===== config.mk =====
export PLATFORM = sky130hd
export DESIGN_NAME = rx_input_qualifier
export DESIGN_NICKNAME = d
export VERILOG_FILES = /design/src/rtl/rxq_pkg.sv /design/src/rtl/rxq_port_mux.sv /design/src/rtl/rxq_enable_ctrl.sv /design/src/rtl/rx_input_qualifier.sv
export SDC_FILE = /design/constraint.sdc
export NUM_CORES = 1
export LEC_CHECK = 0
export CORE_MARGIN = 2
export CORE_UTILIZATION = 39
export CTS_CLUSTER_SIZE = 16
export DETAILED_ROUTE_END_ITERATION = 16
export HOLD_SLACK_MARGIN = 0.06
export MAX_ROUTING_LAYER = met4
export PLACE_DENSITY_LB_ADDON = 0.3
export SKIP_CTS_REPAIR_TIMING = 1
export SKIP_LAST_GASP = 1
export SLEW_MARGIN = 20
export SYNTH_ARGS = -nofsm -noshare
export SYNTH_HDL_FRONTEND = slang
export SYNTH_SLANG_ARGS = --single-unit
export TNS_END_PERCENT = 100

===== constraint.sdc =====
create_clock -name clk -period 2.8 [get_ports clk]
set_input_delay 0.28 -clock clk [delete_from_list [all_inputs] [get_ports clk]]
set_output_delay 0.28 -clock clk [all_outputs]
set_load 0.01 [all_outputs]

===== src/rtl/rxq_pkg.sv =====
package rxq_pkg;
  typedef enum logic [1:0] {
    MODE_BLANK = 2'b00,
    MODE_LEVEL = 2'b01,
    MODE_RISE  = 2'b10,
    MODE_FALL  = 2'b11
  } rxq_mode_t;
endpackage


===== src/rtl/rxq_port_mux.sv =====
module rxq_port_mux #(
  parameter int DATA_W = 14,
  parameter int EXP_W  = 3
) (
  input  logic              sel,
  input  logic [DATA_W-1:0] a_data,
  input  logic [EXP_W-1:0]  a_exp,
  input  logic              a_en,
  input  logic [DATA_W-1:0] b_data,
  input  logic [EXP_W-1:0]  b_exp,
  input  logic              b_en,
  output logic [DATA_W-1:0] s_data,
  output logic [EXP_W-1:0]  s_exp,
  output logic              s_en
);
  // the whole port moves as one bundle
  always_comb begin
    if (sel) begin
      s_data = b_data;
      s_exp  = b_exp;
      s_en   = b_en;
    end else begin
      s_data = a_data;
      s_exp  = a_exp;
      s_en   = a_en;
    end
  end
endmodule


===== src/rtl/rxq_enable_ctrl.sv =====
module rxq_enable_ctrl
  import rxq_pkg::*;
(
  input  logic      clk,
  input  logic      rst,
  input  rxq_mode_t mode,
  input  logic      sel,
  input  logic      en,
  output logic      take,
  output logic      zero,
  output logic      step,
  output logic      run
);
  logic en_prev;
  logic sel_prev;
  logic armed;
  logic edge_ok;
  logic rise;
  logic fall;

  always_ff @(posedge clk) begin
    if (rst) begin
      en_prev  <= 1'b0;
      sel_prev <= 1'b0;
      armed    <= 1'b0;
    end else begin
      en_prev  <= en;
      sel_prev <= sel;
      armed    <= 1'b1;
    end
  end

  // no edge on the first clock or on a port switch
  assign edge_ok = armed && (sel_prev == sel);
  assign rise    = edge_ok && en && !en_prev;
  assign fall    = edge_ok && !en && en_prev;

  always_comb begin
    take = 1'b0;
    zero = 1'b0;
    step = 1'b0;
    run  = 1'b1;
    unique case (mode)
      MODE_BLANK: begin
        take = 1'b1;
        zero = !en;
        step = 1'b1;
        run  = en;
      end
      MODE_LEVEL: begin
        take = en;
        step = en;
      end
      MODE_RISE: begin
        take = rise;
        step = rise;
      end
      MODE_FALL: begin
        take = fall;
        step = fall;
      end
      default: ;
    endcase
  end

  // a one-shot capture is never followed by another one on the next clock
  p_one_shot_r5: assert property (@(posedge clk) disable iff (rst)
    (take && mode[1]) |=> (!take || (mode != $past(mode))));

  // the first clock after reset never yields an edge capture
  p_no_edge_after_reset_r9: assert property (@(posedge clk) disable iff (rst)
    $fell(rst) |-> !(rise || fall));
endmodule


===== src/rtl/rx_input_qualifier.sv =====
module rx_input_qualifier
  import rxq_pkg::*;
#(
  parameter int DATA_W   = 14,
  parameter int EXP_W    = 3,
  parameter int NUM_SYNC = 4,
  localparam int SYNC_SEL_W = $clog2(NUM_SYNC)
) (
  input  logic                  clk,
  input  logic                  rst,
  input  logic [1:0]            cfg_mode,
  input  logic                  cfg_port_sel,
  input  logic [SYNC_SEL_W-1:0] cfg_sync_sel,
  input  logic [DATA_W-1:0]     a_data,
  input  logic [EXP_W-1:0]      a_exp,
  input  logic                  a_en,
  input  logic [DATA_W-1:0]     b_data,
  input  logic [EXP_W-1:0]      b_exp,
  input  logic                  b_en,
  input  logic [NUM_SYNC-1:0]   sync_pins,
  output logic [DATA_W-1:0]     out_data,
  output logic [EXP_W-1:0]      out_exp,
  output logic                  out_valid,
  output logic                  phase_step,
  output logic                  run_en,
  output logic                  sync_out
);
  logic [DATA_W-1:0] s_data;
  logic [EXP_W-1:0]  s_exp;
  logic              s_en;
  logic              take, zero, step, run;
  rxq_mode_t         mode;

  assign mode = rxq_mode_t'(cfg_mode);

  rxq_port_mux #(.DATA_W(DATA_W), .EXP_W(EXP_W)) u_mux (
    .sel    (cfg_port_sel),
    .a_data (a_data),
    .a_exp  (a_exp),
    .a_en   (a_en),
    .b_data (b_data),
    .b_exp  (b_exp),
    .b_en   (b_en),
    .s_data (s_data),
    .s_exp  (s_exp),
    .s_en   (s_en)
  );

  rxq_enable_ctrl u_ctrl (
    .clk  (clk),
    .rst  (rst),
    .mode (mode),
    .sel  (cfg_port_sel),
    .en   (s_en),
    .take (take),
    .zero (zero),
    .step (step),
    .run  (run)
  );

  // one registered stage, cleared by reset
  always_ff @(posedge clk) begin
    if (rst) begin
      out_data   <= '0;
      out_exp    <= '0;
      out_valid  <= 1'b0;
      phase_step <= 1'b0;
      run_en     <= 1'b0;
      sync_out   <= 1'b0;
    end else begin
      out_valid  <= take;
      phase_step <= step;
      run_en     <= run;
      sync_out   <= sync_pins[cfg_sync_sel];
      if (take) begin
        out_data <= zero ? '0 : s_data;
        out_exp  <= zero ? '0 : s_exp;
      end
    end
  end

  p_blank_zero_r2: assert property (@(posedge clk) disable iff (rst)
    (cfg_mode == 2'b00 && !s_en) |=> (out_valid && out_data == '0 && out_exp == '0 && !run_en));

  p_blank_step_r3: assert property (@(posedge clk) disable iff (rst)
    (cfg_mode == 2'b00) |=> phase_step);

  p_level_hold_r4: assert property (@(posedge clk) disable iff (rst)
    (cfg_mode == 2'b01 && !s_en) |=> (!out_valid && !phase_step && $stable(out_data)));

  p_step_with_sample_r5: assert property (@(posedge clk) disable iff (rst)
    (cfg_mode != 2'b00) |=> (phase_step == out_valid));

  p_run_r7: assert property (@(posedge clk) disable iff (rst)
    (cfg_mode != 2'b00) |=> run_en);

  p_sync_route_r8: assert property (@(posedge clk) disable iff (rst)
    1'b1 |=> (sync_out == $past(sync_pins[cfg_sync_sel])));
endmodule


# Word-level counts from Yosys, hierarchy flattened

Cells that the tools add are included.
Widths: inputs -> output; s select.

Register bits: 23
Input port bits: 47
Output and inout port bits: 21
Logic and storage cells: 32

Order comparisons: 1
Eq/ne operators: 4
Multiplexer cells: 11
Reductions and logical operators: 8

Operators with widths:

| cell               | count |
|---|---|
| $mux 14            | 2 |
| $mux 3             | 2 |
| $logic_and 1x1->1  | 5 |
| $mux 1             | 5 |
| $eq 2x2->1 const B | 2 |
| $pmux 1 s4         | 1 |
| $lt 2x3->1 const B | 1 |
| $bmux 1 s2         | 1 |
| $eq 2x1->1 const B | 1 |
| $logic_not 1->1    | 2 |
| $logic_not 2->1    | 1 |
| $eq 1x1->1         | 1 |

# Longest topological paths before layout

Gate-level depths: netlist (run 1).

Depth after elaboration: 5
Mapped depth: 6
Mapped depth without buffers: 4

# By module

A second synthesis (run 1) with hierarchy kept.

Cells, all modules: 119
Area, all modules: 1237.4 um^2

Modules (own cells, without submodules):

| module             | times used | cells an instance | area an instance (um^2) | sequential area each (um^2) |
|---|---|---|---|---|
| rx_input_qualifier | 1          | 84                | 824.5                   | 420.4 |
| rxq_port_mux       | 1          | 20                | 271.5                   | 0.0 |
| rxq_enable_ctrl    | 1          | 15                | 141.4                   | 60.1 |

# Worst setup path before layout (run 1)

Ideal clock, no wire load.

Path type: input to register
Start point: in cfg_port_sel
End point: reg out_data[0]
Setup time: 117 ps
Arrival time: 1460 ps
Required time: 2683 ps
Slack: 1223 ps
Stages on the path: 5
Buffers on the path: 1
Cells stage by stage: mux2i_2 mux2_4 o221a_4 buf_6 o22a_1

Cells in the longest elaborated chain, start to end: 5
Elaborated cells between the ends (all ways): 12
Classes of those cells: eq/ne: 1; mux: 5; reduce/logical: 6

RTL lines:

| element                                              | RTL line                                                            | text |
|---|---|---|
| from (decl)                                          | rx_input_qualifier.sv:12                                            | `input logic cfg_port_sel,` |
| $eq 1x1->1 or $mux 1 (tied branches)                 | rxq_enable_ctrl.sv:34, rxq_port_mux.sv:18                           |  |
| $logic_and 1x1->1 or $logic_not 1->1 (tied branches) | rxq_enable_ctrl.sv:34, rxq_enable_ctrl.sv:36, rxq_enable_ctrl.sv:46 |  |
| $logic_and 1x1->1 (on tied branches) (2 in a row)    | rxq_enable_ctrl.sv:36, rxq_enable_ctrl.sv:35                        |  |
| $pmux 1 s4                                           | rxq_enable_ctrl.sv:43                                               | `unique case (mode)` |
| to (signal assigned)                                 | rx_input_qualifier.sv:76                                            | `out_data <= zero ? '0 : s_data;` |
| to (decl)                                            | rx_input_qualifier.sv:21                                            | `output logic [DATA_W-1:0] out_data,` |

Several ways; a longest one is shown, not always the timed one.
A chain may end at the register's enable or synchronous reset.

# Worst setup path in the final report (run 1)

Start point: in cfg_port_sel
End point: reg out_data[1]

Same word-level chain as after synthesis.

==> results of run 1 <==
==> Yosys cell counts (3+ instances only) <==
| master | number | share of area [%] |
|---|---|---|
| a32o_1 | 3 | 2.8 |
| and2_1 | 3 | 1.7 |
| buf_4 | 3 | 2.1 |
| dfxtp_1 | 23 | 42 |
| inv_1 | 3 | 1.0 |
| mux2_1 | 4 | 4.1 |
| mux2_2 | 3 | 3.1 |
| mux2i_1 | 14 | 13 |
| nor2_1 | 16 | 5.5 |
| nor2b_1 | 5 | 2.9 |
| o22a_1 | 10 | 8.0 |
==> cell type report <==
cell class	count	share of cell area, %
Clock buffer	3	1.252
Sequential cell	23	25.59
Timing Repair Buffer	69	38.11
Tap cell	31	2.156
Inverter	3	0.6259
Multi-Input combinational cell	67	31.99
Clock inverter	1	0.2782
==> critical path, delay by kind of cell <==
kind | cells | cell delay [ps]
multiplexers | 3 | 1090
AO/OA/AOI/OAI | 1 | 270
buffers and inverters | 1 | 500
==> path summary, 6_finish.rpt <==
kind / startpoint / end / slack, ps
worst max-delay path: cfg_port_sel / out_data[1] / 860
worst min-delay path: out_data[8] / out_data[8] / 480
worst max register to register: u_ctrl.sel_prev / out_data[1] / 1370
worst min register to register: out_data[8] / out_data[8] / 480
==> logic make-up (layout without fill, tap and decap cells) <==
logic type | after synthesis | in the layout | share of synthesized area [%]
AO/OA/AOI/OAI | 18 | 18 | 17.11
XOR/XNOR | 1 | 1 | 0.8038
buffers and inverters | 9 | 76 | 4.936
flip-flops | 23 | 23 | 42.25
multiplexers | 24 | 24 | 24.80
AND/OR/NAND/NOR | 24 | 24 | 10.10
==> placed cells by master (no fill, tap or decap) <==
cell and count:
mux4_2 1, nor2b_1 5, mux2_2 3, o22ai_1 1, inv_1 3, a21o_1 1, a32o_1 3, xnor2_1 1
clkbuf_4 3, mux2_1 4, o2111ai_2 1, clkdlybuf4s50_1 67, o22a_1 10, and2_1 3, dfxtp_1 23, mux2i_2 1
mux2_4 1, o221a_4 1, buf_4 2, clkinv_2 1, o22ai_4 1, mux2i_1 14, nor2_1 16
==> registers in the layout, indices dropped and copies added, names as in the netlist <==
signal           cells
out_exp              3
u_ctrl.armed         1
u_ctrl.en_prev       1
u_ctrl.sel_prev      1
sync_out             1
phase_step           1
out_data            14
run_en               1
==> routing by layer <==
| metal | vias up | track usage [%] | part of all wire [%] |
|---|---|---|---|
| met5 | - | - | 0 |
| met1 | 455 | 18.12 | 39 |
| met3 | 2 | 3.687 | 7.2 |
| met2 | 36 | 32.06 | 53 |
| li1 | 490 | - | - |
| met4 | 0 | 3.987 | 0.39 |
==> stage by stage <==
stage	worst slack [ps]	area, sq um	util [%]	cells	hold slack [ps]
after floorplan	1223	1090	-	99	351.6
after global placement	563.2	1772	65.37	193	452.1
after CTS	852.9	1799	66.39	197	489.4
final	856.2	1799	66.39	197	483.7
after detailed placement	518.6	1772	65.37	193	459.3
after global routing	759.5	1799	66.39	197	507.0
==> power by group <==
| group | switching [W] | leakage, nW | total, W | internal [W] |
|---|---|---|---|---|
| logic | 0.0000824 | 0.552 | 0.000237 | 0.000155 |
| clock network | 0.0000950 | 0.0177 | 0.000148 | 0.0000532 |
| registers | 0.0000160 | 0.191 | 0.000374 | 0.000358 |
| total | 0.000193 | 0.761 | 0.000760 | 0.000566 |
==> metrics.cfg, run 1 <==
[run_status]
outcome=complete, no violations

[sta]
skew_ps=11.23
finalHoldViolations=0
fmax_ghz=0.5144
slew_headroom_pct=68.24
fin_setup_tns_ps=0
maxSlewViolCount=0
fin_crit_sh_pct=69.42
tightest_slew_ps=476.3
setup_viol=0
layout_min_cycle_time_ps=1944
rsz0062_at_grt=false

[placement]
portBuffers=67
gp_congestion=0.7936
dp_hpwl_mm=2.064

[clock_tree]
clkLatencyLatePin_ps=300
cts_root_buf=clkbuf_4
path_clk_slew_ps=130
cts_tree=built
clockBufferDepth=2
cts-buffers-inserted=3
cts.sinks=23
ctsHtreeMaxLevel=1

[route]
ant_nets=0
drcViolationCount=0
first_pass_iters=4
drt_wl_total_mm=2.565
wl_per_cell_um=13.02
vias=983
drt_iter0_drc=25
viasPerCell=4.990

[floorplan]
rows=19
io_pins=68
dieArea_sq_mm=0.003233
die_w_um=56.86
die_y_um=56.86
coreArea_sq_mm=0.002710
initial_utilization_pct=40.21

[worst_setup_path]
worst_r2r_path_depth=4
cp_cell_sequence=clkdlybuf4s50_1 -> mux2i_2 -> mux2_4 -> o22ai_4 -> mux2_1
cpPeakStageDelay_ps=500
cp_slowest_cell=clkdlybuf4s50_1
cp_max_fo=9
startpoint_type=input port
crit_path_end_kind=register
cp.arrival_ps=2140
cp.required_ps=2990
worstSetupPathType=input port to register

[logic_synthesis]
yosysUniqueCellTypes=23
synth-seq-cells=23
syn-num-nets=146
syn_inst=99
async_reset_ff_share_pct=0
syn-cell-area_sq_mm=0.001090
yosysWarningCount=0
synth_seq_area_share_pct=42.25
synth-edff-count=0
avgSynthCellArea_sq_um=11.01
synth_flop_cell=dfxtp_1

[job]
maxCapViolations=0

[final_layout]
drive_gt1_share_pct=9.036
nNetsFinal=214
antenna_cells=0
multi_input_area_sq_um=575.6
fillers=219
syn2layout_area_growth_pct=65.10
regArea_sq_um=460.4

[worst_hold_path]
hold_path_depth=1
hp-class=register to register

[grt]
grt_overflow_total=0
grt_pass1_wl_mm=4.305
track_usage_pct=17.08
grt_max_degree=20
grt_pass1_vias=973
antenna_found_initial=0

[pwr]
p_total_w=0.0007596
ir_drop_mv=0.3944
p_per_area_mw_per_mm2=422.2
power.leakage_nw=0.7605

Note: power is estimated with default switching activity, not from simulation.
==> run 2, diff against run 1 <==
CORE_UTILIZATION = 33   (was 39)
clock period = 1.7 ns   (was 2.8 ns; I/O delays follow)
==> run 2 against run 1 <==
Clock-buffer cell count did not move. Sequential share of layout area decreased by 1.2 points. First-iteration DRC count fell by 28%. Hold slack worse by 130 ps. Worst setup slack worse by 720 ps. Critical path depth unchanged. Clock power increased by 65%. Highest routed layer unchanged.
==> metrics.cfg, run 2 (same netlist as run 1, synthesis figures left out) <==
[worst_setup_path]
critPathBufInv=1
r2r-start=u_ctrl.sel_prev
crit_family=multiplexers
crit_path_end_kind=register
reg2reg_setup_slack_ps=250
cp_cell_sequence=clkdlybuf4s50_1 -> mux2i_2 -> mux2_4 -> o22ai_4 -> mux2_4
startpoint_type=input port
cpPeakStageDelay_ps=420
cp.required_ps=1910
worst_r2r_path_depth=4
cp_common_cell=mux2_4
r2r_end=out_data[10]
cp_slowest_cell=clkdlybuf4s50_1
cp_max_fo=6
worstSetupPathType=input port to register
cp.arrival_ps=1770

[final_layout]
finalInstanceArea_sq_mm=0.001891
syn2layout_area_growth_pct=73.48
top_register=out_data
antenna_cells=0
final_cell_mix=66 x clkdlybuf4s50_1, 23 x dfxtp_1, 16 x nor2_1, 14 x mux2i_1, 10 x o22a_1
final_common_cell=clkdlybuf4s50_1
nNetsFinal=221
drive_gt1_share_pct=15.61
largest_reg_flops=14
top_regs=out_data: 14 flops, out_exp: 3 flops

[route]
drt_iter0_drc=18
drt_wl_total_mm=2.890
vias=1021
viasPerCell=4.705
drcViolationCount=0
wl_per_cell_um=13.32
first_pass_iters=4
ant_nets=0

[clock_tree]
cts.sinks=23
ctsHtreeMaxLevel=1
clkLatencyLatePin_ps=300
cts_tree=built
clockBufferDepth=2
path_clk_slew_ps=120
cts_root_buf=clkbuf_4
cts-buffers-inserted=3

[pwr]
ir_drop_mv=0.3974
p_per_area_mw_per_mm2=677.9
power.leakage_nw=0.8118
p_total_w=0.001282

[grt]
grtUsageMet3_pct=4.412
grt_overflow_total=0
use_met2_pct=31.46
track_usage_pct=16.94
grt_pass1_wl_mm=4.623
grt_max_degree=19
antenna_found_initial=0
grt_pass1_vias=1129
grt.busiest_layer=met2
grt_util_met1_pct=17.56

[placement]
dp_hpwl_mm=2.314
placed_area_sq_mm=0.001841
portBuffers=67
gp_congestion=0.8133
dpl_worst_slack_ps=-353.7

[worst_hold_path]
holdPathEnd=u_ctrl.en_prev
hp-class=input port to register
min_from=cfg_port_sel
hold_path_depth=4

[floorplan]
io_pins=68
initial_utilization_pct=35.12
dieArea_sq_mm=0.003778
rows=20
die_w_um=61.47
coreArea_sq_mm=0.003103
die_y_um=61.47

[sta]
finalHoldViolations=0
skew_ps=1.054
maxSlewViolCount=0
fin_hold_ws_ps=354.2
setup_ws_ps=137.0
fmax_ghz=0.6398
tightest_slew_ps=333.0
layout_min_cycle_time_ps=1563
setup_viol=0
fin_setup_tns_ps=0
slew_headroom_pct=77.80
fin_crit_sh_pct=91.94
rsz0062_at_grt=false

[run_status]
outcome=complete, no violations

[job]
maxCapViolations=0

-- run 2: where the power goes --
group	switching, W	leakage [nW]	internal [W]
clock network	0.000156	0.0177	0.0000877
registers	0.0000267	0.191	0.000590
logic	0.000145	0.603	0.000275
-- run 2: area by class of cell --
type                            instances  area, sq um
Clock buffer                            3        22.52
Multi-Input combinational cell         67        591.8
Timing Repair Buffer                   76        744.5
Inverter                                3        11.26
Tap cell                               44        55.05
Clock inverter                          1        5.005
Fill cell                             289         1212
Sequential cell                        23        460.4
-- run 2: worst register-to-register path: stages (launching register included) --
cell and delay [ps]:
dfxtp_1 330, xnor2_1 160, o2111ai_2 210, o22ai_4 320, mux2_4 330
-- run 2: layer usage --
metal | wire length [um] | vias up
met1 | 1167 | 472
li1 | - | 505
met3 | 199 | 2
met4 | 15 | 0
met5 | 0 | -
met2 | 1508 | 42
-- run 2: worst max-delay path by stage --
stage,from,to,cells after the start
6_report,a_en,out_data[10],5
5_1_grt,b_en,out_data[13],5
4_1_cts,cfg_port_sel,out_data[10],5
3_5_place_dp,cfg_port_sel,out_data[10],5
3_3_place_gp,cfg_port_sel,out_data[13],5
2_1_floorplan,cfg_port_sel,out_data[0],5
-- run 2: through the flow --
stage               cells  util [%]
floorplan              99         -
global placement      213     59.31
detailed placement    213     59.31
CTS                   217     60.20
global route          217     60.93
finish                217     60.93
